[config.mk]
export PLATFORM = sky130hd
export DESIGN_NAME = wrap_timer
export DESIGN_NICKNAME = d
export VERILOG_FILES = /design/src/rtl/wrap_timer_pkg.sv /design/src/rtl/wrap_timer_ctrl.sv /design/src/rtl/wrap_timer_dp.sv /design/src/rtl/wrap_timer.sv
export SDC_FILE = /design/constraint.sdc
export NUM_CORES = 1
export LEC_CHECK = 0
export BUFFER_PORTS_ARGS = -buffer_cell sky130_fd_sc_hd__buf_4
export CAP_MARGIN = 40
export CELL_PAD_IN_SITES_DETAIL_PLACEMENT = 1
export CELL_PAD_IN_SITES_GLOBAL_PLACEMENT = 1
export CORE_ASPECT_RATIO = 1.5
export CORE_MARGIN = 2
export CORE_UTILIZATION = 38
export CTS_CLUSTER_SIZE = 20
export DETAILED_ROUTE_END_ITERATION = 8
export PLACE_DENSITY_LB_ADDON = 0.1
export SYNTH_ARGS = -nofsm -noshare
export SYNTH_HDL_FRONTEND = slang
export SYNTH_SLANG_ARGS = --single-unit
[constraint.sdc]
create_clock -name clk -period 2.7 [get_ports clk]
set_clock_uncertainty 0.05 [all_clocks]
set_input_delay 0.54 -clock clk [delete_from_list [all_inputs] [get_ports clk]]
set_output_delay 0.54 -clock clk [all_outputs]
set_load 0.05 [all_outputs]
[src/rtl/wrap_timer_pkg.sv]
`timescale 1ns/1ps
package wrap_timer_pkg;

  // Word addresses of the register file
  localparam int REG_CTRL  = 0;
  localparam int REG_COUNT = 1;
  localparam int REG_START = 2;
  localparam int REG_WRAP  = 3;

  // Control word field positions
  localparam int PRE_LSB  = 0;
  localparam int SRC_LSB  = 3;
  localparam int IE_BIT   = 6;
  localparam int FLAG_BIT = 7;
  localparam int TH_LSB   = 8;

  typedef enum logic [1:0] {
    SRC_OFF  = 2'd0,
    SRC_SYS  = 2'd1,
    SRC_SLOW = 2'd2,
    SRC_RSVD = 2'd3
  } srcSel_e;

  // Strobes from control to datapath
  typedef struct packed {
    logic cntLoad;
    logic preRestart;
  } dpStrobe_t;

  function automatic logic srcRunning(srcSel_e s);
    return (s == SRC_SYS) || (s == SRC_SLOW);
  endfunction

endpackage

[src/rtl/wrap_timer_ctrl.sv]
`timescale 1ns/1ps
module wrap_timer_ctrl
  import wrap_timer_pkg::*;
#(
  parameter int CNT_W  = 16,
  parameter int PS_W   = 3,
  parameter int TH_W   = 5,
  parameter int DATA_W = 32,
  parameter int ADDR_W = 2
) (
  input  logic              clk,
  input  logic              rstN,
  input  logic              wrEn,
  input  logic              rdEn,
  input  logic [ADDR_W-1:0] addr,
  input  logic [DATA_W-1:0] wrData,
  output logic [DATA_W-1:0] rdData,
  input  logic              wrapPulse,
  input  logic [CNT_W-1:0]  cntVal,
  output dpStrobe_t         dpStb,
  output srcSel_e           srcSel,
  output logic [PS_W-1:0]   preSel,
  output logic [CNT_W-1:0]  initVal,
  output logic [CNT_W-1:0]  modVal,
  output logic              wrapFlag,
  output logic              wrapIe,
  output logic              clrArmed
);

  logic [TH_W-1:0] thresh;
  logic [TH_W-1:0] ovfCnt;
  logic            wrCtrl, wrCount, wrStart, wrWrap, rdCtrl;
  logic            setEvt;
  srcSel_e         newSrc;
  logic            unusedWr;

  assign wrCtrl  = wrEn && (addr == ADDR_W'(REG_CTRL));
  assign wrCount = wrEn && (addr == ADDR_W'(REG_COUNT));
  assign wrStart = wrEn && (addr == ADDR_W'(REG_START));
  assign wrWrap  = wrEn && (addr == ADDR_W'(REG_WRAP));
  assign rdCtrl  = rdEn && (addr == ADDR_W'(REG_CTRL));
  assign newSrc  = srcSel_e'(wrData[SRC_LSB +: 2]);
  assign unusedWr = ^wrData;

  // A wrap that completes the run of thresh+1 wraps sets the flag
  assign setEvt = wrapPulse && (ovfCnt >= thresh);

  assign dpStb.cntLoad    = wrCount;
  assign dpStb.preRestart = wrCtrl && !srcRunning(srcSel) && srcRunning(newSrc);

  always_ff @(posedge clk) begin
    if (!rstN) begin
      preSel  <= '0;
      srcSel  <= SRC_OFF;
      wrapIe  <= 1'b0;
      thresh  <= '0;
      initVal <= '0;
      modVal  <= '1;
    end else begin
      if (wrCtrl) begin
        preSel <= wrData[PRE_LSB +: PS_W];
        srcSel <= newSrc;
        wrapIe <= wrData[IE_BIT];
        thresh <= wrData[TH_LSB +: TH_W];
      end
      if (wrStart) initVal <= wrData[CNT_W-1:0];
      if (wrWrap)  modVal  <= wrData[CNT_W-1:0];
    end
  end

  // Wrap run counter
  always_ff @(posedge clk) begin
    if (!rstN) begin
      ovfCnt <= '0;
    end else if (wrCount) begin
      ovfCnt <= '0;
    end else if (wrapPulse) begin
      if (setEvt) ovfCnt <= '0;
      else        ovfCnt <= ovfCnt + 1'b1;
    end
  end

  // Flag with read-then-write-zero clear guard
  always_ff @(posedge clk) begin
    if (!rstN) begin
      wrapFlag <= 1'b0;
      clrArmed <= 1'b0;
    end else if (setEvt) begin
      wrapFlag <= 1'b1;
      clrArmed <= 1'b0;
    end else if (wrCtrl && !wrData[FLAG_BIT] && clrArmed) begin
      wrapFlag <= 1'b0;
      clrArmed <= 1'b0;
    end else if (rdCtrl && wrapFlag) begin
      clrArmed <= 1'b1;
    end
  end

  always_comb begin
    rdData = '0;
    case (addr)
      ADDR_W'(REG_CTRL): begin
        rdData[PRE_LSB +: PS_W] = preSel;
        rdData[SRC_LSB +: 2]    = srcSel;
        rdData[IE_BIT]          = wrapIe;
        rdData[FLAG_BIT]        = wrapFlag;
        rdData[TH_LSB +: TH_W]  = thresh;
      end
      ADDR_W'(REG_COUNT): rdData[CNT_W-1:0] = cntVal;
      ADDR_W'(REG_START): rdData[CNT_W-1:0] = initVal;
      default:            rdData[CNT_W-1:0] = modVal;
    endcase
  end

endmodule

[src/rtl/wrap_timer_dp.sv]
`timescale 1ns/1ps
module wrap_timer_dp
  import wrap_timer_pkg::*;
#(
  parameter int CNT_W = 16,
  parameter int PS_W  = 3
) (
  input  logic             clk,
  input  logic             rstN,
  input  logic             slowTick,
  input  dpStrobe_t        dpStb,
  input  srcSel_e          srcSel,
  input  logic [PS_W-1:0]  preSel,
  input  logic [CNT_W-1:0] initVal,
  input  logic [CNT_W-1:0] modVal,
  output logic [CNT_W-1:0] cntVal,
  output logic             wrapPulse
);

  localparam int DIV_W = (1 << PS_W) - 1;

  logic [DIV_W-1:0] preCnt;
  logic [DIV_W-1:0] preMask;
  logic             srcPulse;
  logic             tick;

  always_comb begin
    for (int i = 0; i < DIV_W; i++) begin
      preMask[i] = (i < int'(preSel));
    end
  end

  assign srcPulse  = (srcSel == SRC_SYS) || ((srcSel == SRC_SLOW) && slowTick);
  assign tick      = srcPulse && (preCnt >= preMask);
  assign wrapPulse = tick && (cntVal == modVal) && !dpStb.cntLoad;

  always_ff @(posedge clk) begin
    if (!rstN || dpStb.preRestart) begin
      preCnt <= '0;
    end else if (srcPulse) begin
      if (tick) preCnt <= '0;
      else      preCnt <= preCnt + 1'b1;
    end
  end

  always_ff @(posedge clk) begin
    if (!rstN) begin
      cntVal <= '0;
    end else if (dpStb.cntLoad) begin
      cntVal <= initVal;
    end else if (tick) begin
      if (cntVal == modVal) cntVal <= initVal;
      else                  cntVal <= cntVal + 1'b1;
    end
  end

endmodule

[src/rtl/wrap_timer.sv]
`timescale 1ns/1ps
module wrap_timer
  import wrap_timer_pkg::*;
#(
  parameter int CNT_W  = 16,
  parameter int PS_W   = 3,
  parameter int TH_W   = 5,
  parameter int DATA_W = 32,
  parameter int ADDR_W = 2
) (
  input  logic              clk,
  input  logic              rstN,
  input  logic              slowTick,
  input  logic              wrEn,
  input  logic              rdEn,
  input  logic [ADDR_W-1:0] addr,
  input  logic [DATA_W-1:0] wrData,
  output logic [DATA_W-1:0] rdData,
  output logic              irq
);

  dpStrobe_t        dpStb;
  srcSel_e          srcSel;
  logic [PS_W-1:0]  preSel;
  logic [CNT_W-1:0] initVal;
  logic [CNT_W-1:0] modVal;
  logic [CNT_W-1:0] cntVal;
  logic             wrapPulse;
  logic             wrapFlag;
  logic             wrapIe;
  logic             clrArmed;

  wrap_timer_ctrl #(
    .CNT_W(CNT_W), .PS_W(PS_W), .TH_W(TH_W), .DATA_W(DATA_W), .ADDR_W(ADDR_W)
  ) ctrl_i (
    .clk(clk), .rstN(rstN), .wrEn(wrEn), .rdEn(rdEn), .addr(addr),
    .wrData(wrData), .rdData(rdData), .wrapPulse(wrapPulse), .cntVal(cntVal),
    .dpStb(dpStb), .srcSel(srcSel), .preSel(preSel), .initVal(initVal),
    .modVal(modVal), .wrapFlag(wrapFlag), .wrapIe(wrapIe), .clrArmed(clrArmed)
  );

  wrap_timer_dp #(
    .CNT_W(CNT_W), .PS_W(PS_W)
  ) dp_i (
    .clk(clk), .rstN(rstN), .slowTick(slowTick), .dpStb(dpStb),
    .srcSel(srcSel), .preSel(preSel), .initVal(initVal), .modVal(modVal),
    .cntVal(cntVal), .wrapPulse(wrapPulse)
  );

  assign irq = wrapFlag && wrapIe;

endmodule

# --- Word level (Yosys, flattened, before mapping) ---
# Cells that the tools add are included.
totals:
  input_bits: 39
  regBits: 73
  out_inout_bits: 33
op_classes:
  reduce_logical: 29
  n_eq_ne: 8
  n_mux: 11
  magnitude_cmp: 9
  bitwise: 1
  add_sub_neg: 3
op_table:
  columns: ["operator", "count"]
  rows:
  - ["16-bit 2-to-1 mux", 3]
  - ["7-bit case mux with 3 select lines", 1]
  - ["16-bit by 1-bit adder with 16-bit output (second input constant)", 1]
  - ["16-bit == test", 1]
  - ["1-bit logical AND", 16]
  - ["5-bit case mux with 3 select lines", 1]
  - ["3-bit < comparator (first input constant)", 3]
  - ["3-bit case mux with 3 select lines", 1]
  - ["2-bit == test (second input constant)", 4]
  - ["7-bit by 1-bit adder with 7-bit output (second input constant)", 1]
  - ["7-bit >= comparator", 1]
  - ["7-bit 2-to-1 mux", 1]
  - ["2-bit by 1-bit == test with 1-bit output (second input constant)", 3]
  - ["1-bit by 3-bit < comparator with 1-bit output (first input constant)", 2]
  - ["2-bit by 3-bit < comparator with 1-bit output (first input constant)", 2]
  - ["5-bit by 1-bit adder with 5-bit output (second input constant)", 1]
  - ["5-bit >= comparator", 1]
  - ["5-bit 2-to-1 mux", 1]
  - ["1-bit zero test", 4]
  - ["1-bit logical OR", 4]
  - ["2-bit nonzero test", 2]
  - ["1-bit case mux with 3 select lines", 1]
  - ["3-bit OR reduction", 1]
  - ["2-bit zero test", 1]
  - ["3 further kinds", 4]

# --- Longest topological paths before layout ---
depth:
  depth_word: 8
  depth_mapped: 11

# --- Hierarchy ---
# Synthesis repeated with hierarchy kept, for this count alone.
unflattened:
  hier_cells: 507
  hier_area_um2: 4165.2
modules_own_cells:
  columns: ["mod", "n_inst", "cells_per_inst", "area_per_inst_um2"]
  rows:
  - ["wrap_timer_ctrl", 1, 287, 2449.8]
  - ["wrap_timer_dp", 1, 219, 1709.1]
  - ["wrap_timer", 1, 1, 6.3]

# --- Worst setup path before layout ---
# No wires, ideal clock.
synth_timing:
  kind: "reg2reg"
  startpoint: "register ctrl_i.preSel[2]"
  endpoint: "register dp_i.cntVal[11]"
  path_slack_ps: 75
  arrival_time_ps: 2453
  required_time_ps: 2527
  path_stages_with_launch: 11
  path_cell_list: "dfxtp_1 -> clkbuf_1 -> or3_1 -> ha_1 -> nand2b_1 -> a211oi_1 -> o311a_1 -> o21ai_2 -> clkbuf_8 -> mux2i_1 -> a311o_2"
synth_between:
  elab_chain_cells: 4
synth_lines:
  columns: ["element", "line", "rtl"]
  rows:
  - ["start: declaration", "wrap_timer_ctrl.sv:22", "output logic [PS_W-1:0] preSel,"]
  - ["start signal: assignment", "wrap_timer_ctrl.sv:61", "preSel <= wrData[PRE_LSB +: PS_W];"]
  - ["1-bit by 3-bit < comparator with 1-bit output (tied with other cells)", "wrap_timer_dp.sv:29", "preMask[i] = (i < int'(preSel));"]
  - ["7-bit >= comparator *", "wrap_timer_dp.sv:34", "assign tick = srcPulse && (preCnt >= preMask);"]
  - ["1-bit logical AND *", "wrap_timer_dp.sv:34", null]
  - ["2-bit nonzero test (no line) *", null, null]
  - ["end signal: assignment", "wrap_timer_dp.sv:50", "cntVal <= initVal;"]
  - ["end signal: assignment", "wrap_timer_dp.sv:52", "if (cntVal == modVal) cntVal <= initVal;"]
  - ["end signal: assignment", "wrap_timer_dp.sv:53", "else cntVal <= cntVal + 1'b1;"]
  - ["end: declaration", "wrap_timer_dp.sv:16", "output logic [CNT_W-1:0] cntVal,"]
# Every way passes the cells marked *; elsewhere a longest branch is shown, timed or not.
# A chain may end at the register's enable or synchronous reset.

# --- Worst setup path after layout ---
layout_timing:
  startpoint: "register ctrl_i.preSel[2]"
  endpoint: "register dp_i.cntVal[14]"
# Same word-level chain as after synthesis.

==> impl_metrics.tcl <==
set metrics [dict create \
    status "completed" \
    hold_buffers 0 \
    io-pin-count 72 \
    critPathTopFamily "compound AO/OA/AOI/OAI gates" \
    finalHoldViolCount 0 \
    path_buf_inv 2 \
    clkSinkCount 73 \
    cp_common_cell "buf_4" \
    path_clk_slew_ns 0.06 \
    drtPass1Iterations 4 \
    synth-main-ff-cell "dfxtp_1" \
    required_ns 2.90 \
    max_stage_delay_ns 0.45 \
    worst-slew-pin-transition_ns 0.649 \
    clock_path_buffers 2 \
    core-area_um2 11100 \
    pre_cts_slack_ns 0.0351 \
    fin_area_um2 5120 \
    finalNetCount 628 \
    fin_crit_sh_pct 96.0 \
    crit_chain "buf_4 > nand3_1 > ha_1 > nand4_1 > o311a_1 > o21ai_4 > buf_4 > o221ai_1 > a211oi_2" \
    n_antenna_cell 0 \
    final_cell_count_no_fill 724 \
    yosys_warnings 0 \
    period_needed_ns 2.59 \
    rows 47 \
    cp_max_fo 11 \
    drc 0 \
    synth_edf_count 0 \
    die-area_um2 12400 \
    setup_viol 0 \
    seqCellArea_um2 1460 \
    wire_per_inst_um 19.4 \
    drt_wl_total_um 14100 \
    cts_made_buffers 9 \
    portBuffers 39 \
    setup_tns_ns 0 \
    area_growth_pct 17.3 \
    max_slew_margin_pct 56.7 \
    avgSynthCellArea_um2 8.31 \
    antenna_found_initial 0 \
    place_area_um2 4810 \
    yosysSeqAreaShare_pct 33.5 \
    max_freq_ghz 0.386 \
    fin_ws_ns 0.109 \
    netlist_area_um2 4360 \
    layout_commonest_cell "nand2_1" \
    post-cts-setup-buffer-count 0 \
    h-tree-depth 3 \
    place_hpwl_um 10500 \
    arrival_ns 2.79 \
    drv_slew 0 \
    power.leakage_nw 2.04 \
    drive_above_1_share_pct 20.3 \
    syn_inst 525 \
    hold_class "in2reg" \
    final_cell_mix "107 x nand2_1, 73 x buf_4, 72 x dfxtp_1" \
    worstSetupPathType "reg2reg" \
    multi_input_area_um2 2600 \
    rsz0062_at_grt "no" \
    synth-seq-cells 73 \
    die_h_um 135 \
    start_util_pct 39.3 \
    place_congestion 0.818 \
    synthArstFlopShare_pct 0 \
    vias 4073 \
    tritoncts "yes" \
    clock_latency_ns 0.34 \
    vdd_drop_max_mv 0.314 \
    routed_via_density 5.63 \
    grt_pass1_vias 4239 \
    drtAntennaViolNets 0 \
    pwr_density_cell_nw_per_um2 531 \
    fillers 1335 \
    drtIter0Drc 247 \
    dp.cells 708 \
    slowest_stage "o311a_1" \
    start_kind "flop" \
    cts_root_buffer "clkbuf_16" \
    grt_pass1_wl_um 22200 \
    cap_violations 0 \
    endpoint_kind "flop" \
    grt_start_max_net_pins 24 \
    synth.distinct_cells 65 \
    grt_overflow_total 0 \
    whs_ns 0.379 \
    grt.total_usage_pct 23.2 \
    die_x_um 91.5 \
]
## per-stage QoR
step / util (%) / total power [mW]
5_1_grt: 46.0 / 2.82
3_3_place_gp: 43.3 / 1.62
2_1_floorplan: - / 1.49
4_1_cts: 45.9 / 2.74
3_5_place_dp: 43.3 / 1.63
6_report: 46.0 / 2.72
## cell families after synthesis
group / count (synthesis) / share of synthesized area (%)
flops: 73 / 33.5
xor+xnor: 26 / 5.22
buf+inv: 66 / 8.95
fa+ha+maj: 17 / 4.88
mux: 16 / 7.26
simple gates: 242 / 26.9
compound gates: 84 / 13.2
other cells: 1 / 0.0860
## worst register-to-register path, stage by stage, from the launching register on
cell and delay (ns):
dfxtp_2 0.37, buf_4 0.15, nand3_1 0.10, ha_1 0.31, nand4_1 0.18, o311a_1 0.45
o21ai_4 0.25, buf_4 0.25, o221ai_1 0.18, a211oi_2 0.22
## layout make-up
cell class	count	share of cell area, %
Inverter	14	1.03
Sequential cell	73	28.6
Timing Repair Buffer	73	10.7
Tap cell	147	3.59
Clock buffer	10	4.47
Clock inverter	6	0.856
Multi-Input combinational cell	401	50.8
## cell usage after synthesis (all sizes together), types with 3 or more instances
library cell / instances / area share [%]
clkbuf: 20 / 2.2
nand3: 38 / 4.4
dfxtp: 73 / 33
nor2: 23 / 2.0
o21ai: 11 / 1.3
xor2: 23 / 4.6
nand3b: 5 / 0.86
mux4: 12 / 6.3
xnor2: 3 / 0.60
and4: 4 / 0.80
buf: 32 / 5.6
o311ai: 4 / 0.98
a22o: 4 / 0.80
nor3: 11 / 1.3
and3: 8 / 1.3
nand4: 22 / 3.2
or3: 3 / 0.43
and2: 5 / 0.72
a31oi: 3 / 0.43
inv: 14 / 1.2
a21oi: 35 / 4.3
ha: 17 / 4.9
o221ai: 6 / 1.2
nand2: 109 / 9.4
nor4: 5 / 1.1
## path summary, 6_finish.rpt
path	slack [ns]	start	depth (start not counted)	endpoint
worst max-delay path	0.11	ctrl_i.preSel[2]	9	dp_i.cntVal[14]
worst min-delay path	0.38	wrData[5]	3	ctrl_i.modVal[5]
worst max register to register	0.11	ctrl_i.preSel[2]	9	dp_i.cntVal[14]
worst min register to register	0.41	ctrl_i.initVal[15]	2	ctrl_i.initVal[15]
## flip-flops by register name (all words and copies together) (netlist names)
| name | count |
|---|---|
| ctrl_i.wrapFlag | 1 |
| ctrl_i.ovfCnt | 5 |
| ctrl_i.srcSel | 2 |
| ctrl_i.initVal | 16 |
| ctrl_i.wrapIe | 1 |
| dp_i.cntVal | 16 |
| dp_i.preCnt | 7 |
| ctrl_i.preSel | 3 |
| ctrl_i.clrArmed | 1 |
| ctrl_i.modVal | 16 |
| ctrl_i.thresh | 5 |
## what timing repair did
item                       in CTS  in global routing
setup endpoints to repair       1                  3
pin swaps                       0                  1
resized for setup               2                  5
## routing by layer
metal  vias up  track usage, %  share of wire, %
met3         9            2.78               3.0
li1       1935               -                 -
met1      2051            28.1                43
met2        78            42.1                53
met4         0            8.08               1.2
met5         -               0                 0
## where the power goes
group | internal, mW | switching, mW | leakage (nW) | total (mW)
clock | 0.625 | 0.480 | 0.133 | 1.10
sequential | 1.11 | 0.0362 | 0.593 | 1.15
combinational | 0.155 | 0.312 | 1.32 | 0.467
Note: power is estimated with default switching activity, not from simulation.
